===== src/rtl/serial_rx_pkg.sv =====
package serial_rx_pkg;

   localparam int unsigned CHAR_W = 8;

   typedef enum logic [2:0] {
      ST_IDLE,
      ST_START,
      ST_DATA,
      ST_PAR,
      ST_STOP,
      ST_HOLD
   } rx_state_e;

endpackage


===== src/rtl/serial_rx_sync.sv =====
module serial_rx_sync #(
   parameter int unsigned STAGES = 2
) (
   input  logic clk_i,
   input  logic rst_ni,
   input  logic d_i,
   output logic q_o
);

   logic [STAGES-1:0] pipe;

   generate
      for (genvar s = 0; s < STAGES; s++) begin : g_stage
         if (s == 0) begin : g_first
            always_ff @(posedge clk_i or negedge rst_ni) begin
               if (!rst_ni) pipe[0] <= 1'b1;
               else         pipe[0] <= d_i;
            end
         end else begin : g_next
            always_ff @(posedge clk_i or negedge rst_ni) begin
               if (!rst_ni) pipe[s] <= 1'b1;
               else         pipe[s] <= pipe[s-1];
            end
         end
      end
   endgenerate

   assign q_o = pipe[STAGES-1];

endmodule


===== src/rtl/serial_rx_engine.sv =====
module serial_rx_engine
   import serial_rx_pkg::*;
#(
   parameter int unsigned OVS = 16
) (
   input  logic              clk_i,
   input  logic              rst_ni,
   input  logic              tick_i,
   input  logic              rx_i,
   input  logic [1:0]        len_i,
   input  logic              par_en_i,
   input  logic              is_brk_i,
   output logic [CHAR_W-1:0] shreg_o,
   output logic              par_bit_o,
   output logic              stop_bit_o,
   output logic              done_o,
   output logic              false_start_o,
   output logic              brk_end_o
);

   localparam int unsigned   CW        = $clog2(OVS);
   localparam logic [CW-1:0] MID_LAST  = CW'(OVS/2 - 1);
   localparam logic [CW-1:0] FULL_LAST = CW'(OVS - 1);

   rx_state_e         st;
   logic [CW-1:0]     cnt;
   logic [2:0]        idx;
   logic [2:0]        last_idx;
   logic              brk_flag;

   assign last_idx = {1'b0, len_i} + 3'd4;

   always_ff @(posedge clk_i or negedge rst_ni) begin
      if (!rst_ni) begin
         st            <= ST_IDLE;
         cnt           <= '0;
         idx           <= '0;
         shreg_o       <= '0;
         par_bit_o     <= 1'b0;
         stop_bit_o    <= 1'b1;
         done_o        <= 1'b0;
         false_start_o <= 1'b0;
         brk_end_o     <= 1'b0;
         brk_flag      <= 1'b0;
      end else begin
         done_o        <= 1'b0;
         false_start_o <= 1'b0;
         brk_end_o     <= 1'b0;
         if (done_o) brk_flag <= is_brk_i;
         if (tick_i) begin
            unique case (st)
               ST_IDLE: begin
                  if (!rx_i) begin
                     st  <= ST_START;
                     cnt <= '0;
                  end
               end
               ST_START: begin
                  if (cnt == MID_LAST) begin
                     cnt <= '0;
                     if (!rx_i) begin
                        st      <= ST_DATA;
                        idx     <= '0;
                        shreg_o <= '0;
                     end else begin
                        st            <= ST_IDLE;
                        false_start_o <= 1'b1;
                     end
                  end else begin
                     cnt <= cnt + 1'b1;
                  end
               end
               ST_DATA: begin
                  if (cnt == FULL_LAST) begin
                     cnt     <= '0;
                     shreg_o <= {rx_i, shreg_o[CHAR_W-1:1]};
                     if (idx == last_idx) st <= par_en_i ? ST_PAR : ST_STOP;
                     else                 idx <= idx + 3'd1;
                  end else begin
                     cnt <= cnt + 1'b1;
                  end
               end
               ST_PAR: begin
                  if (cnt == FULL_LAST) begin
                     cnt       <= '0;
                     par_bit_o <= rx_i;
                     st        <= ST_STOP;
                  end else begin
                     cnt <= cnt + 1'b1;
                  end
               end
               ST_STOP: begin
                  if (cnt == FULL_LAST) begin
                     cnt        <= '0;
                     stop_bit_o <= rx_i;
                     done_o     <= 1'b1;
                     st         <= rx_i ? ST_IDLE : ST_HOLD;
                  end else begin
                     cnt <= cnt + 1'b1;
                  end
               end
               ST_HOLD: begin
                  if (rx_i && !done_o) begin
                     st        <= ST_IDLE;
                     brk_end_o <= brk_flag;
                  end
               end
               default: st <= ST_IDLE;
            endcase
         end
      end
   end

endmodule


===== src/rtl/serial_rx_judge.sv =====
module serial_rx_judge
   import serial_rx_pkg::*;
(
   input  logic              clk_i,
   input  logic              rst_ni,
   input  logic              done_i,
   input  logic              false_start_i,
   input  logic              brk_end_i,
   input  logic [CHAR_W-1:0] shreg_i,
   input  logic [1:0]        len_i,
   input  logic              par_en_i,
   input  logic              par_lvl_i,
   input  logic              par_bit_i,
   input  logic              stop_bit_i,
   output logic              is_brk_o,
   output logic [CHAR_W-1:0] data_o,
   output logic              valid_o,
   output logic              par_err_o,
   output logic              frm_err_o,
   output logic              brk_start_o,
   output logic              brk_end_o
);

   logic [1:0]        shamt;
   logic [CHAR_W-1:0] aligned;
   logic              ones_par;
   logic              exp_par;
   logic              char_ok;

   assign shamt    = 2'd3 - len_i;
   assign aligned  = shreg_i >> shamt;
   assign ones_par = ^aligned;
   // odd lengths (5, 7) flip the parity of the zero count relative to the one count
   assign exp_par  = par_lvl_i ? (ones_par ^ ~len_i[0]) : ones_par;
   assign is_brk_o = (aligned == '0) && (!par_en_i || !par_bit_i) && !stop_bit_i;
   assign char_ok  = done_i && !is_brk_o;

   always_ff @(posedge clk_i or negedge rst_ni) begin
      if (!rst_ni) begin
         data_o      <= '0;
         valid_o     <= 1'b0;
         par_err_o   <= 1'b0;
         frm_err_o   <= 1'b0;
         brk_start_o <= 1'b0;
         brk_end_o   <= 1'b0;
      end else begin
         if (char_ok) data_o <= aligned;
         valid_o     <= char_ok;
         par_err_o   <= char_ok && par_en_i && (par_bit_i != exp_par);
         frm_err_o   <= (char_ok && !stop_bit_i) || false_start_i;
         brk_start_o <= done_i && is_brk_o;
         brk_end_o   <= brk_end_i;
      end
   end

endmodule


===== src/rtl/serial_rx_brk.sv =====
module serial_rx_brk
   import serial_rx_pkg::*;
#(
   parameter int unsigned OVS         = 16,
   parameter int unsigned SYNC_STAGES = 2
) (
   input  logic              clk_i,
   input  logic              rst_ni,
   input  logic              tick_i,
   input  logic              rx_i,
   input  logic [1:0]        len_i,
   input  logic              par_en_i,
   input  logic              par_lvl_i,
   output logic [CHAR_W-1:0] data_o,
   output logic              valid_o,
   output logic              par_err_o,
   output logic              frm_err_o,
   output logic              brk_start_o,
   output logic              brk_end_o
);

   generate
      if (OVS < 4 || (OVS % 2) != 0) begin : g_bad_ovs
         $error("serial_rx_brk: OVS must be even and at least 4");
      end
      if (SYNC_STAGES < 2) begin : g_bad_sync
         $error("serial_rx_brk: SYNC_STAGES must be at least 2");
      end
   endgenerate

   logic              rx_s;
   logic [CHAR_W-1:0] shreg;
   logic              par_bit, stop_bit, done, false_start, brk_end_raw, is_brk;

   serial_rx_sync #(.STAGES(SYNC_STAGES)) u_sync (
      .clk_i  (clk_i),
      .rst_ni (rst_ni),
      .d_i    (rx_i),
      .q_o    (rx_s)
   );

   serial_rx_engine #(.OVS(OVS)) u_engine (
      .clk_i         (clk_i),
      .rst_ni        (rst_ni),
      .tick_i        (tick_i),
      .rx_i          (rx_s),
      .len_i         (len_i),
      .par_en_i      (par_en_i),
      .is_brk_i      (is_brk),
      .shreg_o       (shreg),
      .par_bit_o     (par_bit),
      .stop_bit_o    (stop_bit),
      .done_o        (done),
      .false_start_o (false_start),
      .brk_end_o     (brk_end_raw)
   );

   serial_rx_judge u_judge (
      .clk_i         (clk_i),
      .rst_ni        (rst_ni),
      .done_i        (done),
      .false_start_i (false_start),
      .brk_end_i     (brk_end_raw),
      .shreg_i       (shreg),
      .len_i         (len_i),
      .par_en_i      (par_en_i),
      .par_lvl_i     (par_lvl_i),
      .par_bit_i     (par_bit),
      .stop_bit_i    (stop_bit),
      .is_brk_o      (is_brk),
      .data_o        (data_o),
      .valid_o       (valid_o),
      .par_err_o     (par_err_o),
      .frm_err_o     (frm_err_o),
      .brk_start_o   (brk_start_o),
      .brk_end_o     (brk_end_o)
   );

endmodule


===== config.mk =====
export PLATFORM = sky130hd
export DESIGN_NAME = serial_rx_brk
export DESIGN_NICKNAME = d
export VERILOG_FILES = /design/src/rtl/serial_rx_pkg.sv /design/src/rtl/serial_rx_sync.sv /design/src/rtl/serial_rx_engine.sv /design/src/rtl/serial_rx_judge.sv /design/src/rtl/serial_rx_brk.sv
export SDC_FILE = /design/constraint.sdc
export NUM_CORES = 1
export LEC_CHECK = 0
export BUFFER_PORTS_ARGS = -buffer_cell sky130_fd_sc_hd__buf_2
export CAP_MARGIN = 20
export CORE_MARGIN = 8
export CORE_UTILIZATION = 35
export DETAILED_ROUTE_END_ITERATION = 16
export PLACE_DENSITY = 0.61
export RECOVER_POWER = 100
export SLEW_MARGIN = 10
export SYNTH_ARGS = -nofsm -noshare
export SYNTH_HDL_FRONTEND = slang
export SYNTH_SLANG_ARGS = --single-unit

===== constraint.sdc =====
create_clock -name clk_i -period 2.6 [get_ports clk_i]
set_input_delay 0.26 -clock clk_i [delete_from_list [all_inputs] [get_ports clk_i]]
set_output_delay 0.26 -clock clk_i [all_outputs]
set_load 0.02 [all_outputs]

## Word level (Yosys, flattened, before mapping)

Index checks and enable logic that the tools add are counted.

| storage, ports and cells | value |
|---|---|
| flip-flop bits (word level) | 39 |
| output and inout port bits | 13 |

| operators by class | value |
|---|---|
| $add $sub $neg | 4 |
| equality and inequality tests | 18 |
| shifts and indexed selects | 1 |
| mux-type cells | 35 |
| bitwise logic cells | 2 |
| reduce and logical (&&, ||, !) cells | 27 |

Operators by type and width:

| kind | number |
|---|---|
| 3-bit 2-to-1 mux | 13 |
| 8-bit 2-to-1 mux | 3 |
| 3-bit case mux with 6 select lines | 1 |
| 8-bit case mux with 2 select lines | 1 |
| 4-bit 2-to-1 mux | 3 |
| 2-bit by 1-bit inequality test with 1-bit output (second input constant) | 6 |
| 4-bit case mux with 3 select lines | 1 |
| 1-bit 2-to-1 mux | 11 |
| 3-bit AND reduction | 3 |
| 1-bit logical AND | 8 |
| 8-bit zero test | 1 |
| 8-bit AND reduction | 1 |
| 8-bit XOR reduction | 1 |
| 8-bit by 2-bit >> shifter with 8-bit output | 1 |
| 3-bit by 2-bit equality test with 1-bit output (second input constant) | 2 |
| 3-bit equality test (second input constant) | 2 |
| 2-bit inequality test (second input constant) | 3 |
| 3-bit case mux with 2 select lines | 1 |
| 6-bit AND reduction | 1 |
| 1-bit zero test | 5 |
| 5-bit AND reduction | 1 |
| 4-bit by 1-bit adder with 4-bit output (second input constant) | 1 |
| 4-bit by 3-bit equality test with 1-bit output (second input constant) | 1 |
| 4-bit equality test (second input constant) | 1 |
| other kinds (14) | 15 |

## Longest topological paths before layout

Gate-level depths: netlist of run 1.

| depth | value |
|---|---|
| word-level depth | 9 |
| gate-level depth with buffers | 9 |
| mapped depth without buffers | 8 |

## Cells and area by module

A second synthesis of run 1 with hierarchy kept.

| second synthesis, totals | value |
|---|---|
| cell total of the unflattened synthesis | 197 |
| area, all modules | 2,129.5 um^2 |

By module, submodules not included:

| module | instances | cells each | area an instance (um^2) | sequential area each (um^2) |
|---|---|---|---|---|
| serial_rx_engine | 1 | 125 | 1,280.0 | 601.8 |
| serial_rx_judge | 1 | 70 | 797.0 | 325.3 |
| serial_rx_sync | 1 | 2 | 52.6 | 52.6 |

## Least setup slack after synthesis of run 1

No wires, ideal clock.

| path | value |
|---|---|
| kind | input port to flip-flop |
| start point | input port len_i[1] |
| end point | register u_judge.data_o[2] |
| library setup time | 0.132 ns |
| data arrival time | 2.121 ns |
| required time | 2.468 ns |
| path slack | 0.347 ns |
| cell stages on the path | 8 |
| path buffers | 2 |
| path through | buf_2 > mux2_2 > o21ai_0 > ha_1 > a21bo_2 > o21ai_1 > clkbuf_1 > o21ai_0 |

| on the way | value |
|---|---|
| cells in the longest elaborated chain, start to end | 7 |

Ends and longest elaborated chain:

| element | RTL line | source |
|---|---|---|
| from (decl) | serial_rx_brk.sv:11 | `input logic [1:0] len_i,` |
| 2-bit subtractor * | serial_rx_judge.sv:30 | `assign shamt = 2'd3 - len_i;` |
| 8-bit by 2-bit >> shifter with 8-bit output * | serial_rx_judge.sv:31 | `assign aligned = shreg_i >> shamt;` |
| 8-bit zero test | serial_rx_judge.sv:35 | `assign is_brk_o = (aligned == '0) && (!par_en_i \|\| !par_bit_i) && !stop_bit_i;` |
| 1-bit logical AND (2 in series) | serial_rx_judge.sv:35 |  |
| 1-bit zero test | serial_rx_judge.sv:36 | `assign char_ok = done_i && !is_brk_o;` |
| 1-bit logical AND | serial_rx_judge.sv:36 |  |
| to (signal assigned) | serial_rx_judge.sv:47 | `if (char_ok) data_o <= aligned;` |
| to (decl) | serial_rx_judge.sv:16 | `output logic [CHAR_W-1:0] data_o,` |

Every way passes the cells marked *; elsewhere a longest branch is shown, timed or not.
A chain may end at the register's enable or synchronous reset.

## Worst setup path after layout of run 1

| path | value |
|---|---|
| start point | register u_engine.st[1] |
| end point | register u_engine.idx[2] |

| on the way | value |
|---|---|
| cells in the longest elaborated chain, start to end | 3 |

Ends and longest elaborated chain:

| element | RTL line | source |
|---|---|---|
| from (decl) | serial_rx_engine.sv:25 | `rx_state_e st;` |
| from (signal assigned) | serial_rx_engine.sv:77 | `if (idx == last_idx) st <= par_en_i ? ST_PAR : ST_STOP;` |
| from (signal assigned) | serial_rx_engine.sv:97 | `st <= rx_i ? ST_IDLE : ST_HOLD;` |
| 3-bit by 2-bit equality test with 1-bit output or 3-bit by 1-bit equality test with 1-bit output (tied branches) | serial_rx_engine.sv:51 | `unique case (st)` |
| 2-bit inequality test (no line), or another cell as far along | -- |  |
| 6-bit AND reduction (no line) | -- |  |
| to (signal assigned) | serial_rx_engine.sv:78 | `else idx <= idx + 3'd1;` |
| to (decl) | serial_rx_engine.sv:27 | `logic [2:0] idx;` |

Several ways; a longest one is shown, not always the timed one.

==> impl_metrics.env, run 1 <==
export IMPL_ys_seq_area_share_pct=47.23
export IMPL_clk_pin_slew_worst_paths_ps=80
export IMPL_synth_most_common_cell="dfrtp_1"
export IMPL_slowest_delay_ps=570
export IMPL_r2r_cells=4
export IMPL_synth_edf_count=0
export IMPL_required_ps=2780
export IMPL_drt_first_iter_violations=168
export IMPL_drt_total_wl_um=4212
export IMPL_path_delay_family="compound AO/OA/AOI/OAI gates"
export IMPL_synth_top_family_by_area="simple AND/OR/NAND/NOR gates"
export IMPL_yosysTopAreaCellShare_pct=43.43
export IMPL_path_max_fanout=17
export IMPL_timing_rr_end="u_engine.idx[2]"
export IMPL_coreArea_sq_um=5816
export IMPL_setup_tns_final_ps=0
export IMPL_drv_cap=1
export IMPL_synth_compound_area_share_pct=15.08
export IMPL_grt_pass1_vias=1501
export IMPL_die_h_um=92.99
export IMPL_nets=241
export IMPL_netlist_instances=209
export IMPL_netlist_cell_type_count=49
export IMPL_period_minus_slack_ps=2162
export IMPL_crit_slowest_cell="or4b_1"
export IMPL_ys_ff_latch=39
export IMPL_p_leak_nw=0.9915
export IMPL_reg2reg_slack_ps=440
export IMPL_gp_congestion=0.8510
export IMPL_io_pins=21
export IMPL_finalMaxSlewViolations=40
export IMPL_relSlewSlack_pct=-35.15
export IMPL_cts_hold_buffers=0
export IMPL_vias_per_cell=5.083
export IMPL_hp_class="primary input to flip-flop"
export IMPL_cts_buffer_depth=2
export IMPL_start_kind="flip-flop"
export IMPL_power_density_nw_per_um2=689.6
export IMPL_n_fill_cell=620
export IMPL_finalCritPeriodShare_pct=83.17
export IMPL_synth_fa_ha_area_share_pct=3.619
export IMPL_via_count=1540
export IMPL_synth_top_cells_by_count="36 x dfrtp_1, 33 x nand2_1, 21 x o21ai_0"
export IMPL_holdPathEnd="u_sync.pipe[0]"
export IMPL_synth_top_cell_by_area="dfrtp_1"
export IMPL_yosysWarnings=0
export IMPL_layout_drive_gt1_share_pct=13.16
export IMPL_cts_setup_buffers=0
export IMPL_critical_path_buf_inv_count=1
export IMPL_grt_pass1_wl_um=7314
export IMPL_multi_input_area_sq_um=998.5
export IMPL_drcViolationCount=0
export IMPL_muxShareOfSynthArea_pct=9.349
export IMPL_max_vdd_ir_drop_mv=0.2102
export IMPL_synthFlopType="dfrtp_1"
export IMPL_synth_simple_area_share_pct=17.31
export IMPL_dieArea_sq_um=8646
export IMPL_crit_reg2reg_launch="u_engine.st[1]"
export IMPL_portBuffers=20
export IMPL_hold_viol=0
export IMPL_hold_start="rx_i"
export IMPL_dr_pass1_iters=4
export IMPL_failed_checks="capacitance limit, slew limit"
export IMPL_grt_util_all_layers_pct=10.59
export IMPL_dp_hpwl_um=3000
export IMPL_die_x_um=92.99
export IMPL_fin_cells=303
export IMPL_cts_htree_levels=2
export IMPL_status="complete, but fails checks"
export IMPL_worst_pin_slew_ps=2027
export IMPL_worstHoldPathCells=1
export IMPL_cts_tree="built"
export IMPL_antenna_found_initial=0
export IMPL_grt_ovfl_total=0
export IMPL_regArea_sq_um=979.7
export IMPL_wl_per_cell_um=13.90
export IMPL_cts_resized=0
export IMPL_antennaDiodeCount=0
export IMPL_root_buffer="clkbuf_8"
export IMPL_clkLatencyLatePin_ps=300
export IMPL_grt_max_degree=40
export IMPL_critPathCaptureType="flip-flop"
export IMPL_syn_avg_cell_area_sq_um=9.926
export IMPL_area_growth_pct=10.31
export IMPL_synth_xor_area_share_pct=2.955
export IMPL_rsz0062_at_grt="no"
export IMPL_syn_area_sq_um=2074
export IMPL_finalSetupViolations=0
export IMPL_worst_clock_skew_ps=6.438
export IMPL_start_util_pct=35.67
export IMPL_crit_type="flip-flop to flip-flop"
export IMPL_clkSinkCount=39
export IMPL_cp_cell_sequence="or4b_1 > a211o_1 > clkbuf_1 > o22a_1"
export IMPL_fmax_mhz=462.4
export IMPL_row_count=28
export IMPL_synthArstFlopShare_pct=100.0
export IMPL_syn_num_nets=223
export IMPL_cts_buffers_inserted=5
export IMPL_synthTopCellsByArea="dfrtp_1 43%, nand2_1 6.0%, o21ai_0 5.1%"
export IMPL_cp_arrival_ps=2350
export IMPL_dp_cells=295
export IMPL_antenna_left=0
## worst max path at each step
stage,startpoint,endpoint,slack [ps],cells past startpoint
2_1_floorplan,len_i[1],u_judge.data_o[2],350,8
3_3_place_gp,len_i[1],u_judge.par_err_o,510,8
3_5_place_dp,len_i[1],u_judge.par_err_o,460,8
4_1_cts,u_engine.shreg_o[5],u_judge.par_err_o,620,7
5_1_grt,u_engine.st[1],u_engine.idx[2],310,5
6_report,u_engine.st[1],u_engine.idx[2],440,4
## where the power goes
group	internal [W]	switching, W	leakage [nW]
clock	0.000188	0.000221	0.0412
sequential	0.000655	0.0000999	0.521
combinational	0.000177	0.000237	0.429
## cells by family after synthesis
kind of cell	count (synthesis)
and+or+nand+nor	71
AOI/OAI and AO/OA	48
DFF	39
buffers and inverters	20
muxes	18
xor gates and xnor gates	7
adders and majority gates	6
## worst register-to-register path: cells and delay by family (launching register included)
kind            cells  cell delay (ps)
compound gates      2              620
simple gates        1              570
flops               1              550
buf+inv             1              310
## layout make-up
type	count	share of cell area [%]
repair buffers	23	4.429
inverters	8	1.312
clock inverters	2	0.5467
flip-flops and latches	39	42.81
clock buffers	6	3.171
multi-input cells	150	43.63
well taps	75	4.101
## sequential cells by signal, summed over array words and instances, names as in the netlist, 3 cells and up
signal / count
u_engine.st: 3
u_engine.cnt: 4
u_engine.shreg_o: 8
u_engine.idx: 3
u_judge.data_o: 8
## through the flow
step	hold WS (ps)	setup slack (ps)	power [W]	area, sq um	util (%)
2_1_floorplan	-35.59	346.9	0.001093	2074	-
3_3_place_gp	334.1	505.4	0.001179	2228	38.32
3_5_place_dp	337.3	462.6	0.001183	2228	38.32
4_1_cts	48.10	620.6	0.001601	2313	39.78
5_1_grt	45.43	310.1	0.001692	2288	39.35
6_report	60.19	437.6	0.001578	2288	39.35
## routing by layer
metal  vias up  routed length (um)  GRT usage [%]
met1       737                2094          14.18
met2        27                1836          14.97
li1        771                   -              -
met4         0                  97          6.309
met3         5                 183          2.724
met5         -                   0              0
## placed cells by master, fill, tap and decap left out, drive strengths merged, types with 2 or more instances in the layout
master and instances:
nor2b 2, nand3 7, o21ai 22, a211o 2, nand4 3, nor2 4, o211ai 2, inv 8
buf 8, and2 4, or4b 2, clkbuf 21, dfstp 3, nand2b 3, mux2i 10, a32o 2
a21bo 2, a21oi 4, ha 6, nand2 33, nor3 5, xnor2 6, o21a 2, a31oi 2
a21o 3, dfrtp 36, mux2 8
(Power assumes the default switching activity.)
==> run 2, diff against run 1 <==
--- a/config.mk
+++ b/config.mk
@@ -10,7 +10,7 @@
 export CORE_MARGIN = 8
 export CORE_UTILIZATION = 35
 export DETAILED_ROUTE_END_ITERATION = 16
-export PLACE_DENSITY = 0.61
+export PLACE_DENSITY = 0.63
 export RECOVER_POWER = 100
 export SLEW_MARGIN = 10
 export SYNTH_ARGS = -nofsm -noshare
==> constraint.sdc (replaced) <==
create_clock -name clk_i -period 1.9 [get_ports clk_i]
set_input_delay 0.19 -clock clk_i [delete_from_list [all_inputs] [get_ports clk_i]]
set_output_delay 0.19 -clock clk_i [all_outputs]
set_load 0.02 [all_outputs]
==> impl_metrics.env, run 2 (synthesis results as in run 1) <==
export IMPL_slowest_delay_ps=420
export IMPL_coreArea_sq_um=5816
export IMPL_hp_class="primary input to flip-flop"
export IMPL_gp_congestion=0.8531
export IMPL_antenna_found_initial=0
export IMPL_finalSetupViolations=0
export IMPL_nets=259
export IMPL_via_count=1643
export IMPL_crit_type="flip-flop to flip-flop"
export IMPL_cts_htree_levels=2
export IMPL_fin_cells=321
export IMPL_rsz0062_at_grt="yes"
export IMPL_antenna_left=0
export IMPL_grt_pass1_vias=1583
export IMPL_crit_slowest_cell="dfrtp_1"
export IMPL_cp_arrival_ps=2080
export IMPL_finalMaxSlewViolations=0
export IMPL_start_kind="flip-flop"
export IMPL_worst_pin_slew_ps=989.5
export IMPL_cts_tree="built"
export IMPL_drv_cap=0
export IMPL_vias_per_cell=5.118
export IMPL_path_max_fanout=19
export IMPL_antennaDiodeCount=0
export IMPL_critPathCaptureType="flip-flop"
export IMPL_switching_share_pct=33.11
export IMPL_dieArea_sq_um=8646
export IMPL_clk_pin_slew_worst_paths_ps=80
export IMPL_clkSinkCount=39
export IMPL_row_count=28
export IMPL_hold_viol=0
export IMPL_post_place_ws_ps=-23.76
export IMPL_die_x_um=92.99
export IMPL_dp_hpwl_um=3346
export IMPL_wl_per_cell_um=13.79
export IMPL_grt_pass1_wl_um=7935
export IMPL_mostFrequentLayoutCells="36 x dfrtp_1, 33 x nand2_1, 20 x o21ai_0, 15 x clkbuf_1, 12 x buf_4"
export IMPL_postLayoutCoreUtil_pct=42.79
export IMPL_cts_buffer_depth=2
export IMPL_finalCritPeriodShare_pct=98.12
export IMPL_intPower_w=0.001589
export IMPL_reg2reg_slack_ps=40
export IMPL_dr_pass1_iters=4
export IMPL_seq_power_share_pct=40.7
export IMPL_status="completed"
export IMPL_required_ps=2110
export IMPL_grt_util_all_layers_pct=11.30
export IMPL_n_fill_cell=593
export IMPL_power_density_nw_per_um2=954.5
export IMPL_clockPowerShare_pct=29.4
export IMPL_grt_max_degree=20
export IMPL_top_regs="u_engine.shreg_o (8), u_judge.data_o (8), u_engine.cnt (4)"
export IMPL_portBuffers=20
export IMPL_area_growth_pct=19.96
export IMPL_drt_first_iter_violations=88
export IMPL_design_power_total_w=0.002375
export IMPL_worst_clock_skew_ps=6.478
export IMPL_start_util_pct=35.67
export IMPL_finalWorstSetupSlack_ps=35.77
export IMPL_drcViolationCount=0
export IMPL_relSlewSlack_pct=34.03
export IMPL_drt_total_wl_um=4425
export IMPL_p_comb_share_pct=29.9
export IMPL_period_minus_slack_ps=1864
export IMPL_cts_buffers_inserted=5
export IMPL_layout_commonest_cell="dfrtp_1"
export IMPL_fmax_mhz=536.4
export IMPL_max_vdd_ir_drop_mv=0.3799
export IMPL_io_pins=21
export IMPL_dp_cells=309
export IMPL_p_leak_nw=1.100
export IMPL_grt_ovfl_total=0
export IMPL_clkLatencyLatePin_ps=300
export IMPL_layout_drive_gt1_share_pct=21.14
export IMPL_power_switching_w=0.0007865
export IMPL_die_h_um=92.99
export IMPL_cp_cell_sequence="mux2_4 > mux2i_2 > ha_1 > a21bo_2 > o21ai_4 > buf_12 > nand2_1 > o21ai_0"
export IMPL_root_buffer="clkbuf_8"
export IMPL_hold_slack_ps=212.2
==> run 2: cell count changes in the layout (fill, tap and decap cells not counted), sizes merged <==
cell         change
buf             +12
clkbuf           +3
dlygate4sd3      +2
bufinv           +1
clkinv           +1
clkinvlp         -1
==> run 2: critical path, delay by kind of cell, from the launching register on <==
kind | cells | cell delay (ps)
mux | 2 | 470
flops | 1 | 420
compound gates | 3 | 500
fa+ha+maj | 1 | 180
simple gates | 1 | 60
buf+inv | 1 | 150
==> run 2: what timing repair did <==
| action | CTS | global route |
|---|---|---|
| resized for setup | 3 | 2 |
| endpoints found under the hold margin | 16 | 0 |
| endpoints found under the setup margin | 5 | 12 |
| buffers inserted | 0 | 2 |
| pin swaps | 0 | 3 |
| hold buffers | 2 | 0 |
==> run 2: final timing paths <==
check,start,end,cells after the start
worst max register to register,u_engine.shreg_o[4],u_judge.data_o[1],8
worst min-delay path,par_en_i,u_judge.par_err_o,3
min in group asynchronous,rst_ni,u_engine.shreg_o[6],2
worst max-delay path,u_engine.shreg_o[4],u_judge.data_o[1],8
worst min register to register,u_engine.brk_end_o,u_judge.brk_end_o,0
max in group asynchronous,rst_ni,u_sync.pipe[0],3
==> run 2: stage by stage <==
step	TNS, ps	area [sq um]
3_5_place_dp	-61.24	2357
6_report	0	2489
2_1_floorplan	0	2098
3_3_place_gp	-13.24	2357
4_1_cts	0	2497
5_1_grt	-326.8	2489
==> run 2: cell type report <==
class / count / area [sq um] / share of cell area (%)
multi-input cells: 150 / 1028 / 41.33
flip-flops and latches: 39 / 979.7 / 39.37
repair buffers: 41 / 244.0 / 9.804
well taps: 75 / 93.84 / 3.771
clock buffers: 5 / 68.82 / 2.765
clock inverters: 3 / 43.79 / 1.760
inverters: 8 / 30.03 / 1.207
==> run 2: power by group through the flow <==
stage	Sequential, W	Combinational (W)	Clock (W)
floorplan	0.000963	0.000535	0
global placement	0.000980	0.000701	0
detailed placement	0.000981	0.000713	0
CTS	0.000967	0.000720	0.000716
global route	0.000975	0.000809	0.000757
finish	0.000967	0.000711	0.000697
==> run 2: layer usage <==
layer | vias up | track usage (%) | wire (um)
met5 | - | 0 | 0
met4 | 0 | 4.430 | 71
met3 | 6 | 3.686 | 222
met2 | 36 | 16.98 | 1961
met1 | 790 | 14.66 | 2170
li1 | 811 | - | -
==> run 3, diff against run 2 <==
--- a/config.mk
+++ b/config.mk
@@ -12,6 +12,7 @@
 export DETAILED_ROUTE_END_ITERATION = 16
 export PLACE_DENSITY = 0.63
 export RECOVER_POWER = 100
+export SETUP_SLACK_MARGIN = 0.02
 export SLEW_MARGIN = 10
 export SYNTH_ARGS = -nofsm -noshare
 export SYNTH_HDL_FRONTEND = slang
==> constraint.sdc (replaced) <==
create_clock -name clk_i -period 1.9 [get_ports clk_i]
set_input_delay 0.19 -clock clk_i [delete_from_list [all_inputs] [get_ports clk_i]]
set_output_delay 0.19 -clock clk_i [all_outputs]
set_load 0.1 [all_outputs]
==> impl_metrics.env, run 3 (synthesis results as in run 1) <==
export IMPL_row_count=28
export IMPL_mostFrequentLayoutCells="36 x dfrtp_1, 29 x nand2_1, 15 x buf_4, 14 x o21ai_0, 14 x clkbuf_2"
export IMPL_grt_util_all_layers_pct=10.81
export IMPL_relSlewSlack_pct=37.09
export IMPL_portBuffers=20
export IMPL_status="completed"
export IMPL_worst_path_most_repeated_cell="xnor2_1"
export IMPL_antenna_left=0
export IMPL_cp_depth=7
export IMPL_layout_commonest_cell="dfrtp_1"
export IMPL_dieArea_sq_um=8646
export IMPL_post_place_ws_ps=4.923
export IMPL_crit_type="flip-flop to flip-flop"
export IMPL_top_regs="u_engine.shreg_o (8), u_judge.data_o (8), u_engine.cnt (4)"
export IMPL_fin_cells=323
export IMPL_cp_cell_sequence="mux2_4 > mux2i_2 > ha_1 > xor2_2 > xnor2_1 > xnor2_1 > nor3_1"
export IMPL_path_delay_family="multiplexers"
export IMPL_finalMaxSlewViolations=0
export IMPL_drcViolationCount=0
export IMPL_clkLatencyLatePin_ps=290
export IMPL_root_buffer="clkbuf_8"
export IMPL_required_ps=2110
export IMPL_design_power_total_w=0.002386
export IMPL_critical_path_buf_inv_count=0
export IMPL_dp_cells=308
export IMPL_nets=261
export IMPL_max_vdd_ir_drop_mv=0.3858
export IMPL_grt_max_degree=40
export IMPL_start_kind="flip-flop"
export IMPL_drv_cap=0
export IMPL_gp_congestion=0.8850
export IMPL_hold_slack_ps=229.0
export IMPL_via_count=1592
export IMPL_finalCritPeriodShare_pct=97.98
export IMPL_area_growth_pct=26.84
export IMPL_power_density_nw_per_um2=906.6
export IMPL_cts_tree="built"
export IMPL_rsz0062_at_grt="yes"
export IMPL_hold_viol=0
export IMPL_cts_buffers_inserted=5
export IMPL_grt_pass1_wl_um=7445
export IMPL_worstHoldPathCells=3
export IMPL_r2r_cells=7
export IMPL_io_pins=21
export IMPL_dr_pass1_iters=4
export IMPL_finalSetupViolations=0
export IMPL_p_leak_nw=1.173
export IMPL_worst_pin_slew_ps=943.7
export IMPL_die_x_um=92.99
export IMPL_path_max_fanout=4
export IMPL_vias_per_cell=4.929
export IMPL_finalWorstSetupSlack_ps=38.31
export IMPL_drt_total_wl_um=4435
export IMPL_grt_pass1_vias=1568
export IMPL_period_minus_slack_ps=1862
export IMPL_postLayoutCoreUtil_pct=45.25
export IMPL_hp_class="primary input to flip-flop"
export IMPL_critPathCaptureType="flip-flop"
export IMPL_grt_ovfl_total=0
export IMPL_dp_hpwl_um=3196
export IMPL_slowest_delay_ps=420
export IMPL_layout_drive_gt1_share_pct=31.85
export IMPL_die_h_um=92.99
export IMPL_cts_htree_levels=2
export IMPL_clkSinkCount=39
export IMPL_n_fill_cell=572
export IMPL_crit_slowest_cell="dfrtp_1"
export IMPL_drt_first_iter_violations=105
export IMPL_cts_buffer_depth=2
export IMPL_wl_per_cell_um=13.73
export IMPL_clk_pin_slew_worst_paths_ps=80
export IMPL_antennaDiodeCount=0
export IMPL_antenna_found_initial=0
export IMPL_worst_clock_skew_ps=7.498
export IMPL_fmax_mhz=537.1
export IMPL_coreArea_sq_um=5816
export IMPL_start_util_pct=35.67
export IMPL_cp_arrival_ps=2070
run 3: per-stage QoR:
step / cell area (sq um) / TNS, ps
final: 2631 / 0
after global routing: 2631 / -161.6
after CTS: 2514 / 0
after detailed placement: 2362 / 0
after global placement: 2362 / 0
after floorplan: 2098 / 0
run 3: metal layers:
metal / up-vias / share of wire [%] / global-route usage [%]
met5: - / 0 / 0
met4: 0 / 1.2 / 4.832
met3: 2 / 4.1 / 3.205
met2: 20 / 47 / 16.92
met1: 753 / 47 / 13.45
li1: 817 / - / -
run 3: power by group:
part / total, W / internal [W] / switching (W)
clock network: 0.000692 / 0.000391 / 0.000301
logic: 0.000725 / 0.000313 / 0.000413
registers: 0.000969 / 0.000898 / 0.0000712
run 3: repair_timing:
item | in CTS | in global routing
setup endpoints to repair | 4 | 11
buffers inserted | 2 | 3
hold buffers | 2 | 0
gates resized for setup | 1 | 29
cloned | 0 | 0
endpoints found under the hold margin | 37 | 0
pin swaps | 0 | 4
run 3: worst paths after layout:
check,startpoint,end,slack (ps)
max in group asynchronous,rst_ni,u_judge.brk_start_o,660
min in group asynchronous,rst_ni,u_engine.shreg_o[3],650
setup / recovery,u_engine.shreg_o[4],u_judge.par_err_o,40
hold reg to reg,u_engine.brk_end_o,u_judge.brk_end_o,350
hold / removal,par_en_i,u_judge.par_err_o,230
setup reg to reg,u_engine.shreg_o[4],u_judge.par_err_o,40
run 3: worst reg2reg max path, stage by stage (launching register included):
cell and delay, ps:
dfrtp_1 420, mux2_4 300, mux2i_2 180, ha_1 290, xor2_2 160, xnor2_1 130
xnor2_1 120, nor3_1 170
run 3: final cells by class:
type / count / area, sq um / area share, %
clock buffer: 5 / 68.82 / 2.615
clock inverter: 3 / 43.79 / 1.664
inverter: 8 / 30.03 / 1.141
multi-input combinational: 150 / 1124 / 42.70
sequential: 39 / 979.7 / 37.23
tap: 75 / 93.84 / 3.566
timing repair buffer: 43 / 291.5 / 11.08
